===== config.mk =====
export PLATFORM = sky130hd
export DESIGN_NAME = wpc_shaper
export DESIGN_NICKNAME = d
export VERILOG_FILES = /design/src/rtl/wpc_shaper.sv
export SDC_FILE = /design/constraint.sdc
export NUM_CORES = 1
export LEC_CHECK = 0
export ABC_AREA = 0
export BUFFER_PORTS_ARGS = -buffer_cell sky130_fd_sc_hd__buf_2
export CORE_MARGIN = 8
export CORE_UTILIZATION = 50
export DETAILED_ROUTE_END_ITERATION = 7
export GPL_ROUTABILITY_DRIVEN = 0
export GPL_TIMING_DRIVEN = 0
export PLACE_DENSITY = 0.7
export SLEW_MARGIN = 20
export SYNTH_ARGS = -nofsm -noshare
export SYNTH_HDL_FRONTEND = slang
export SYNTH_SLANG_ARGS = --single-unit

===== constraint.sdc =====
create_clock -name clk -period 2.92 [get_ports clk]
set_clock_uncertainty 0.15 [all_clocks]
set_input_delay 0.584 -clock clk [delete_from_list [all_inputs] [get_ports clk]]
set_output_delay 0.584 -clock clk [all_outputs]
set_load 0.01 [all_outputs]

===== src/rtl/wpc_shaper.sv =====
module wpc_shaper #(
  parameter int PULSE_W = 45,
  parameter int STEP    = 4
) (
  input  logic clk,
  input  logic rst_n,
  input  logic wr_data_i,
  input  logic early_i,
  input  logic late_i,
  input  logic dd_n_i,
  input  logic wr_gate_i,
  input  logic vfo_en_n_i,
  input  logic rd_data_i,
  output logic wr_pulse_o,
  output logic rd_pulse_o,
  output logic strobe_o,
  output logic recov_en_o
);
  localparam int SPAN = 3 * STEP + PULSE_W;
  localparam int CW   = $clog2(SPAN + 1);
  localparam int RW   = $clog2(PULSE_W + 1);

  logic          wd_q, rd_q;
  logic          busy, rd_busy;
  logic [CW-1:0] t, dsel;
  logic [RW-1:0] rd_cnt;
  logic [1:0]    phase;
  logic          wr_go, rd_go;

  always_comb begin
    if (dd_n_i) phase = 2'd1;
    else case ({early_i, late_i})
      2'b10:   phase = 2'd0;
      2'b00:   phase = 2'd1;
      2'b01:   phase = 2'd2;
      default: phase = 2'd3;
    endcase
  end

  assign wr_go = wr_data_i & ~wd_q & ~busy;
  assign rd_go = rd_data_i & ~rd_q & ~rd_busy;

  always_ff @(posedge clk or negedge rst_n) begin
    if (!rst_n) begin
      wd_q <= 1'b0;
      rd_q <= 1'b0;
    end else begin
      wd_q <= wr_data_i;
      rd_q <= rd_data_i;
    end
  end

  always_ff @(posedge clk or negedge rst_n) begin
    if (!rst_n) begin
      busy <= 1'b0;
      t    <= '0;
      dsel <= '0;
    end else if (wr_go) begin
      busy <= 1'b1;
      t    <= '0;
      dsel <= CW'(phase) * CW'(STEP);
    end else if (busy) begin
      if (t == dsel + CW'(PULSE_W - 1)) busy <= 1'b0;
      t <= t + 1'b1;
    end
  end

  always_ff @(posedge clk or negedge rst_n) begin
    if (!rst_n) begin
      rd_busy <= 1'b0;
      rd_cnt  <= '0;
    end else if (rd_go) begin
      rd_busy <= 1'b1;
      rd_cnt  <= RW'(PULSE_W - 1);
    end else if (rd_busy) begin
      if (rd_cnt == '0) rd_busy <= 1'b0;
      else rd_cnt <= rd_cnt - 1'b1;
    end
  end

  assign strobe_o   = busy;
  assign wr_pulse_o = busy && (t >= dsel) && (t < dsel + CW'(PULSE_W));
  assign rd_pulse_o = rd_busy;
  assign recov_en_o = ~wr_gate_i & ~vfo_en_n_i;

  logic [RW-1:0] wr_run, rd_run;
  always_ff @(posedge clk or negedge rst_n) begin
    if (!rst_n) begin
      wr_run <= '0;
      rd_run <= '0;
    end else begin
      wr_run <= wr_pulse_o ? wr_run + 1'b1 : '0;
      rd_run <= rd_pulse_o ? rd_run + 1'b1 : '0;
    end
  end

  p_reset_quiet_r1: assert property (@(posedge clk)
    !rst_n |-> !wr_pulse_o && !rd_pulse_o && !strobe_o);
  p_wr_not_long_r2: assert property (@(posedge clk) disable iff (!rst_n)
    wr_pulse_o |-> wr_run < RW'(PULSE_W));
  p_wr_full_width_r2: assert property (@(posedge clk) disable iff (!rst_n)
    $fell(wr_pulse_o) |-> wr_run == RW'(PULSE_W));
  p_sd_no_early_r4: assert property (@(posedge clk) disable iff (!rst_n)
    $rose(strobe_o) && $past(dd_n_i) |-> !wr_pulse_o);
  p_strobe_ends_with_pulse_r6: assert property (@(posedge clk) disable iff (!rst_n)
    $fell(strobe_o) |-> $fell(wr_pulse_o));
  p_rd_not_long_r8: assert property (@(posedge clk) disable iff (!rst_n)
    rd_pulse_o |-> rd_run < RW'(PULSE_W));
  p_rd_full_width_r8: assert property (@(posedge clk) disable iff (!rst_n)
    $fell(rd_pulse_o) |-> rd_run == RW'(PULSE_W));
  p_recov_off_writing_r10: assert property (@(posedge clk) disable iff (!rst_n)
    wr_gate_i |-> !recov_en_o);
  p_pulse_in_strobe_r11: assert property (@(posedge clk) disable iff (!rst_n)
    wr_pulse_o |-> strobe_o);
endmodule


==> results of run 1 <==
-- state kept, by name, summed over array words and instances (netlist names) --
name and count:
rd_cnt 6, dsel 2, rd_q 1, wd_q 1, t 6, rd_pulse_o 1, strobe_o 1
-- power groups by stage --
stage	combinational (W)	sequential (W)	clock, W
2_1_floorplan	0.000362	0.000446	0
3_3_place_gp	0.000452	0.000467	0
3_5_place_dp	0.000482	0.000475	0
4_1_cts	0.000491	0.000468	0.000130
5_1_grt	0.000574	0.000488	0.000138
6_report	0.000494	0.000468	0.000123
-- placed cells by master (no fill, tap or decap), drive strengths merged, types with 2 or more instances in the layout --
cell type and n:
nand3 4, dfrtp 18, a21oi 2, ha 13
o21ai 8, buf 14, mux2i 2, a21o 3
nand2 11, clkbuf 5, nor2 3, o211ai 2
inv 11, nand4 2, o31ai 3, or3b 3
-- routing by layer --
metal | part of all wire, % | global-route usage (%) | wire [um] | vias up
li1 | - | - | - | 398
met1 | 47 | 15.1 | 896 | 381
met2 | 47 | 19.3 | 900 | 17
met3 | 5.1 | 2.09 | 98 | 4
met4 | 1.6 | 6.98 | 30 | 0
met5 | 0 | 0 | 0 | -
-- cells by family after synthesis --
kind of cell	after synthesis	synth area share (%)
DFF	18	44.0
AOI/OAI and AO/OA	24	15.6
and+or+nand+nor	30	16.2
adders and majority gates	13	15.9
muxes	3	3.05
buffers and inverters	14	5.25
-- per-stage QoR --
stage	hold WS [ns]	utilization, %
after floorplan	0.138	-
after global placement	0.324	57.6
after detailed placement	0.335	57.6
after CTS	0.0525	58.8
after global routing	0.0752	59.1
final	0.0513	59.1
-- area by class of cell --
cell class                 instances  share of cell area [%]
buffer                             3                    1.09
clock buffer                       3                    1.96
inverter                          11                    3.59
multi-input combinational         70                    45.3
sequential                        18                    39.2
tap                               27                    2.94
timing repair buffer              13                    5.88
-- path summary, 6_finish.rpt --
kind / from / endpoint / slack (ns) / depth (start not counted)
setup reg to reg: rd_cnt[3] / rd_cnt[2] / 1.23 / 3
min in group clk: rd_data_i / rd_q / 0.25 / 1
hold reg to reg: dsel[3] / dsel[3] / 0.35 / 2
setup / recovery: dsel[2] / wr_pulse_o / 0.17 / 7
max in group asynchronous: rst_n / rd_cnt[3] / 2.29 / 1
hold / removal: rst_n / t[0] / 0.05 / 1
==> flow_summary.json, run 1 <==
{
  "status": "complete, no violations",
  "yosys_warnings": 0,
  "start_util_pct": 52.8,
  "dp.cells": 141,
  "critPathBufInv": 2,
  "grt_pass1_vias": 794,
  "dr.pass1.iters": 4,
  "cts.sinks": 18,
  "dieArea_mm2": 0.00375,
  "cts_resized": 0,
  "peakVddDrop_mv": 0.548,
  "path_delay_family": "adder cells",
  "drt-total-wl_um": 1930,
  "cp_slowest_cell": "dfrtp_1",
  "numCtsBuffers": 3,
  "synth_top_flop_cell": "dfrtp_1",
  "maxCapViolCount": 0,
  "register_area_um2": 450,
  "power.density_mw_per_mm2": 944,
  "dpl_cell_area_mm2": 0.00112,
  "grt_pass1_wl_um": 3460,
  "grt_setup_unrepaired": "no",
  "fp-row-count": 16,
  "antenna_left": 0,
  "synth_top_cell_area_share_pct": 44.0,
  "synthTopCellsByCount": "18 x dfrtp_1, 13 x ha_1, 11 x inv_1, 11 x nand2_1, 7 x o21ai_0",
  "antenna_found_initial": 0,
  "p_int_w": 0.000639,
  "drv_slew": 0,
  "fp.dieH_um": 61.3,
  "dr.first_iter.drc_count": 15,
  "end_kind": "primary output",
  "power.leakage_nw": 0.561,
  "die_x_um": 61.3,
  "area_growth_syn_to_layout_pct": 12.1,
  "worst-endpoint-arrival_ns": 2.02,
  "max_stage_delay_ns": 0.36,
  "postSynthCellCount": 102,
  "dp_worst_setup_slack_ns": 0.434,
  "insertedDiodeCount": 0,
  "syn_avg_cell_area_um2": 10.0,
  "vias": 800,
  "setup_viol": 0,
  "drive_gt1_share_pct": 16.9,
  "comb_power_share_pct": 45.5,
  "crit_type": "reg2out",
  "hold_buffers": 0,
  "yosysSeqAreaShare_pct": 44.0,
  "dpl.hpwl_um": 1450,
  "fmax_ghz": 0.364,
  "power_frac_clock_pct": 11.4,
  "io_pins": 13,
  "hold_violations": 0,
  "multi_input_area_um2": 520,
  "grt.total_usage_pct": 12.2,
  "grt_max_degree": 19,
  "crit_chain": "inv_1 -> ha_1 -> ha_1 -> a21o_1 -> a21o_1 -> a211oi_1 -> buf_2",
  "hp-class": "in2async",
  "setup_slack_ns": 0.171,
  "fin_setup_tns_ns": 0,
  "total_power_w": 0.00108,
  "sw_frac_of_total_pct": 41.1,
  "relSlewSlack_pct": 73.7,
  "cts_root_buf": "clkbuf_4",
  "synth-edff-count": 0,
  "via_per_inst": 5.52,
  "tightest_slew_ns": 0.392,
  "cts_max_path_buffers": 2,
  "synth_top_area_cell": "dfrtp_1",
  "nets": 142,
  "fp.coreArea_mm2": 0.00194,
  "synth.most_common_cell": "dfrtp_1",
  "required_ns": 2.19,
  "synth_area_leaders": "dfrtp_1 44%, ha_1 16%, inv_1 4.0%",
  "clk_pin_slew_worst_paths_ns": 0.10,
  "yosysUniqueCellTypes": 32,
  "period_minus_slack_ns": 2.75,
  "cts-htree-levels": 1,
  "drc": 0,
  "port_buffers": 12,
  "pwr-share-seq_pct": 43.1,
  "fin_cells": 145,
  "fin_area_mm2": 0.00115,
  "switchingPower_w": 0.000445,
  "startpoint_type": "flip-flop",
  "netlist_area_mm2": 0.00102,
  "clk_latency_ns": 0.29,
  "synth-async-reset-ratio_pct": 100,
  "syn-num-nets": 124,
  "fin_crit_sh_pct": 94.2,
  "cp_max_fo": 2,
  "fillers": 190,
  "grt-ovfl-total": 0,
  "ys_seq_elements": 18,
  "cts_setup_buffers": 0,
  "wl_per_cell_um": 13.3,
  "cts_tree": "done"
}
Power figures use the tool's default switching activity.
==> inputs of run 2 (changes only) <==
REMOVE_ABC_BUFFERS = 1   (was default)
==> flow_summary.json, run 2 (synthesized netlist as in run 1, its figures left out) <==
{
  "end_kind": "primary output",
  "fp.dieH_um": 61.3,
  "antenna_left": 0,
  "worst-endpoint-arrival_ns": 1.98,
  "cts_max_path_buffers": 2,
  "dr.first_iter.drc_count": 13,
  "max_stage_delay_ns": 0.36,
  "cts.sinks": 18,
  "required_ns": 2.19,
  "grt-ovfl-total": 0,
  "drt-total-wl_um": 1770,
  "setup_slack_ns": 0.201,
  "drive_gt1_share_pct": 17.2,
  "hold_violations": 0,
  "crit_chain": "inv_1 -> ha_1 -> ha_1 -> a21o_1 -> a21o_1 -> a211oi_1 -> buf_2",
  "crit_path_start": "dsel[2]",
  "die_x_um": 61.3,
  "clk_latency_ns": 0.29,
  "start_util_pct": 52.8,
  "setup_viol": 0,
  "fillers": 170,
  "cts-htree-levels": 1,
  "dr.pass1.iters": 4,
  "fmax_ghz": 0.368,
  "cts_tree": "done",
  "dp_worst_setup_slack_ns": 0.452,
  "cp_slowest_cell": "dfrtp_1",
  "grt_pass1_wl_um": 3200,
  "grt_pass1_vias": 753,
  "hp-class": "in2async",
  "wl_per_cell_um": 12.3,
  "grt.total_usage_pct": 11.4,
  "peakVddDrop_mv": 0.512,
  "crit_type": "reg2out",
  "dieArea_mm2": 0.00375,
  "fp.coreArea_mm2": 0.00194,
  "area_growth_syn_to_layout_pct": 12.3,
  "nets": 139,
  "grt_setup_unrepaired": "no",
  "clk_pin_slew_worst_paths_ns": 0.11,
  "grt_max_degree": 19,
  "r2r-start": "rd_cnt[3]",
  "io_pins": 13,
  "status": "complete, no violations",
  "relSlewSlack_pct": 74.6,
  "via_per_inst": 5.34,
  "drv_slew": 0,
  "fin_crit_sh_pct": 93.1,
  "insertedDiodeCount": 0,
  "maxCapViolCount": 0,
  "cp_max_fo": 2,
  "tightest_slew_ns": 0.379,
  "power.leakage_nw": 0.563,
  "fin_setup_tns_ns": 0,
  "cts_root_buf": "clkbuf_4",
  "top_regs": "rd_cnt: 6 flops, t: 6 flops, dsel: 2 flops",
  "vias": 764,
  "period_minus_slack_ns": 2.72,
  "final_cell_mix": "18 x dfrtp_1, 13 x ha_1, 12 x buf_2, 11 x inv_1, 11 x nand2_1",
  "drc": 0,
  "layout_commonest_cell": "dfrtp_1",
  "port_buffers": 12,
  "dpl.hpwl_um": 1350,
  "startpoint_type": "flip-flop",
  "antenna_found_initial": 0,
  "power.density_mw_per_mm2": 956,
  "hold_buffers": 0,
  "fp-row-count": 16,
  "numCtsBuffers": 3
}
run 2: worst paths after layout:
| check | cells past startpoint | to | slack (ns) |
|---|---|---|---|
| setup / recovery | 7 | wr_pulse_o | 0.20 |
| hold / removal | 1 | t[0] | 0.04 |
| setup reg to reg | 3 | rd_cnt[2] | 1.26 |
| hold reg to reg | 2 | dsel[3] | 0.35 |
| max in group asynchronous | 1 | rd_cnt[3] | 2.29 |
| min in group clk | 1 | rd_q | 0.26 |
run 2: layout make-up:
class / instances / area (um^2) / share of cell area (%)
Clock buffer: 4 / 36.3 / 3.15
Inverter: 11 / 41.3 / 3.59
Multi-Input combinational cell: 70 / 522 / 45.3
Sequential cell: 18 / 450 / 39.1
Tap cell: 27 / 33.8 / 2.93
Timing Repair Buffer: 13 / 67.6 / 5.87
run 2: where the power goes:
group | internal (W) | switching, W | total [W]
Combinational | 0.000234 | 0.000238 | 0.000472
Sequential | 0.000355 | 0.000120 | 0.000475
Clock | 0.0000759 | 0.0000773 | 0.000153
Total | 0.000665 | 0.000436 | 0.00110
run 2: worst max-delay path, delay by kind of cell, from the launching register on:
kind / cells / cell delay [ns]
adder cells (fa/ha/maj): 2 / 0.57
buffers and inverters: 2 / 0.22
AO/OA/AOI/OAI: 3 / 0.55
flip-flops: 1 / 0.36
run 2: through the flow:
stage          utilization (%)  hold slack [ns]  instances  power, W  area [um^2]
4_1_cts                   58.8           0.0590        142   0.00110         1140
6_report                  59.3           0.0427        143   0.00110         1150
3_5_place_dp              57.0            0.336        138  0.000943         1110
2_1_floorplan                -            0.138         99  0.000805         1010
3_3_place_gp              57.0            0.324        138  0.000915         1110
5_1_grt                   59.3           0.0814        143   0.00121         1150
run 2: what timing repair did:
item | CTS | global route
setup buffers | 0 | 1
setup endpoints to repair | 0 | 1
resized for setup | 0 | 1
run 2: metal layers:
layer	part of all wire (%)	up-vias	track usage (%)
met5	0	-	0
met4	1.6	0	4.98
met3	4.9	4	1.88
met2	41	20	17.0
met1	52	350	15.6
li1	-	390	-
==> inputs of run 3 (changes only) <==
CORE_MARGIN = 4   (was 8)
==> flow_summary.json, run 3 (synthesized netlist as in run 1, its figures left out) <==
{
  "hold_buffers": 0,
  "relSlewSlack_pct": 72.4,
  "antenna_left": 0,
  "fp.coreArea_mm2": 0.00196,
  "wl_per_cell_um": 12.4,
  "clk_pin_slew_worst_paths_ns": 0.10,
  "end_kind": "primary output",
  "dr.first_iter.drc_count": 4,
  "final_cell_mix": "18 x dfrtp_1, 13 x ha_1, 12 x buf_2, 11 x inv_1, 11 x nand2_1",
  "vias": 767,
  "worst-endpoint-arrival_ns": 2.05,
  "hold_slack_ns": 0.0394,
  "grt-ovfl-total": 0,
  "power.density_mw_per_mm2": 966,
  "io_pins": 13,
  "dr.pass1.iters": 3,
  "dpl.hpwl_um": 1330,
  "hold_violations": 0,
  "use_met3_pct": 3.38,
  "cts-htree-levels": 1,
  "area_growth_syn_to_layout_pct": 12.8,
  "setup_viol": 0,
  "clk_latency_ns": 0.30,
  "via_per_inst": 5.36,
  "cts.sinks": 18,
  "drt-total-wl_um": 1770,
  "cts_max_path_buffers": 2,
  "finish.utilization_pct": 58.9,
  "grt_max_degree": 19,
  "status": "complete, no violations",
  "total_power_w": 0.00112,
  "r2r_cells": 6,
  "maxCapViolCount": 0,
  "drive_gt1_share_pct": 18.1,
  "start_util_pct": 52.2,
  "use_met1_pct": 20.4,
  "max_stage_delay_ns": 0.38,
  "fmax_ghz": 0.359,
  "drv_slew": 0,
  "fin_crit_sh_pct": 95.5,
  "crit_chain": "inv_1 -> ha_1 -> ha_1 -> a21o_1 -> a21o_1 -> a211oi_2 -> buf_2",
  "nets": 139,
  "crit_type": "reg2out",
  "hp-class": "in2async",
  "grt.total_usage_pct": 15.7,
  "period_minus_slack_ns": 2.79,
  "insertedDiodeCount": 0,
  "fp.dieH_um": 53.3,
  "port_buffers": 12,
  "drc": 0,
  "cp_slowest_cell": "dfrtp_1",
  "top_regs": "rd_cnt: 6 flops, t: 6 flops, dsel: 2 flops",
  "cp_max_fo": 3,
  "die_x_um": 53.3,
  "top_usage_layer": "met2",
  "cts_root_buf": "clkbuf_4",
  "met2_usage_pct": 24.5,
  "fp-row-count": 16,
  "grt_pass1_wl_um": 3190,
  "power.leakage_nw": 0.564,
  "required_ns": 2.19,
  "layout_commonest_cell": "dfrtp_1",
  "dieArea_mm2": 0.00284,
  "antenna_found_initial": 0,
  "tightest_slew_ns": 0.414,
  "startpoint_type": "flip-flop",
  "numCtsBuffers": 3,
  "grt_pass1_vias": 775,
  "peakVddDrop_mv": 0.493,
  "cts_tree": "done"
}
run 3: cell counts in the layout (fill, tap and decap cells not counted):
Identical to the previous run, type by type.
run 3: worst max-delay path, delay by kind of cell, from the launching register on:
kind,cells,cell delay [ns]
compound gates,3,0.56
flops,1,0.38
buf+inv,2,0.23
fa+ha+maj,2,0.59
run 3: area by class of cell:
cell class | count | area, um^2
clock buffer | 4 | 36.3
fill | 190 | 806
multi-input combinational | 70 | 527
tap | 27 | 33.8
timing repair buffer | 13 | 67.6
inverter | 11 | 41.3
sequential | 18 | 450
run 3: power breakdown:
| part | switching [W] | leakage [nW] | internal [W] |
|---|---|---|---|
| Clock | 0.0000818 | 0.0210 | 0.0000761 |
| Combinational | 0.000242 | 0.334 | 0.000240 |
| Sequential | 0.000121 | 0.210 | 0.000355 |
| Total | 0.000446 | 0.564 | 0.000671 |
run 3: what timing repair did:
action / in CTS / in global routing
gates resized for setup: 0 / 2
setup endpoints to repair: 0 / 1
setup buffers: 0 / 1
run 3: worst paths after layout:
check	start	to	slack [ns]
setup / recovery	dsel[2]	wr_pulse_o	0.13
hold / removal	rst_n	dsel[2]	0.04
setup reg to reg	dsel[2]	strobe_o	1.24
hold reg to reg	dsel[3]	dsel[3]	0.36
max in group asynchronous	rst_n	rd_cnt[3]	2.30
min in group clk	rd_data_i	rd_q	0.24
run 3: metrics by stage:
stage / worst slack [ns] / TNS, ns / cells / cell area (um^2)
after floorplan: 0.527 / 0 / 99 / 1010
after global placement: 0.486 / 0 / 138 / 1110
after detailed placement: 0.456 / 0 / 138 / 1110
after CTS: 0.112 / 0 / 142 / 1140
after global routing: -0.0215 / -0.0215 / 143 / 1160
final: 0.133 / 0 / 143 / 1160
run 3: layer usage:
metal | vias up | part of all wire [%]
met5 | - | 0
met4 | 0 | 2.4
met3 | 7 | 5.0
met2 | 14 | 45
met1 | 355 | 48
li1 | 391 | -
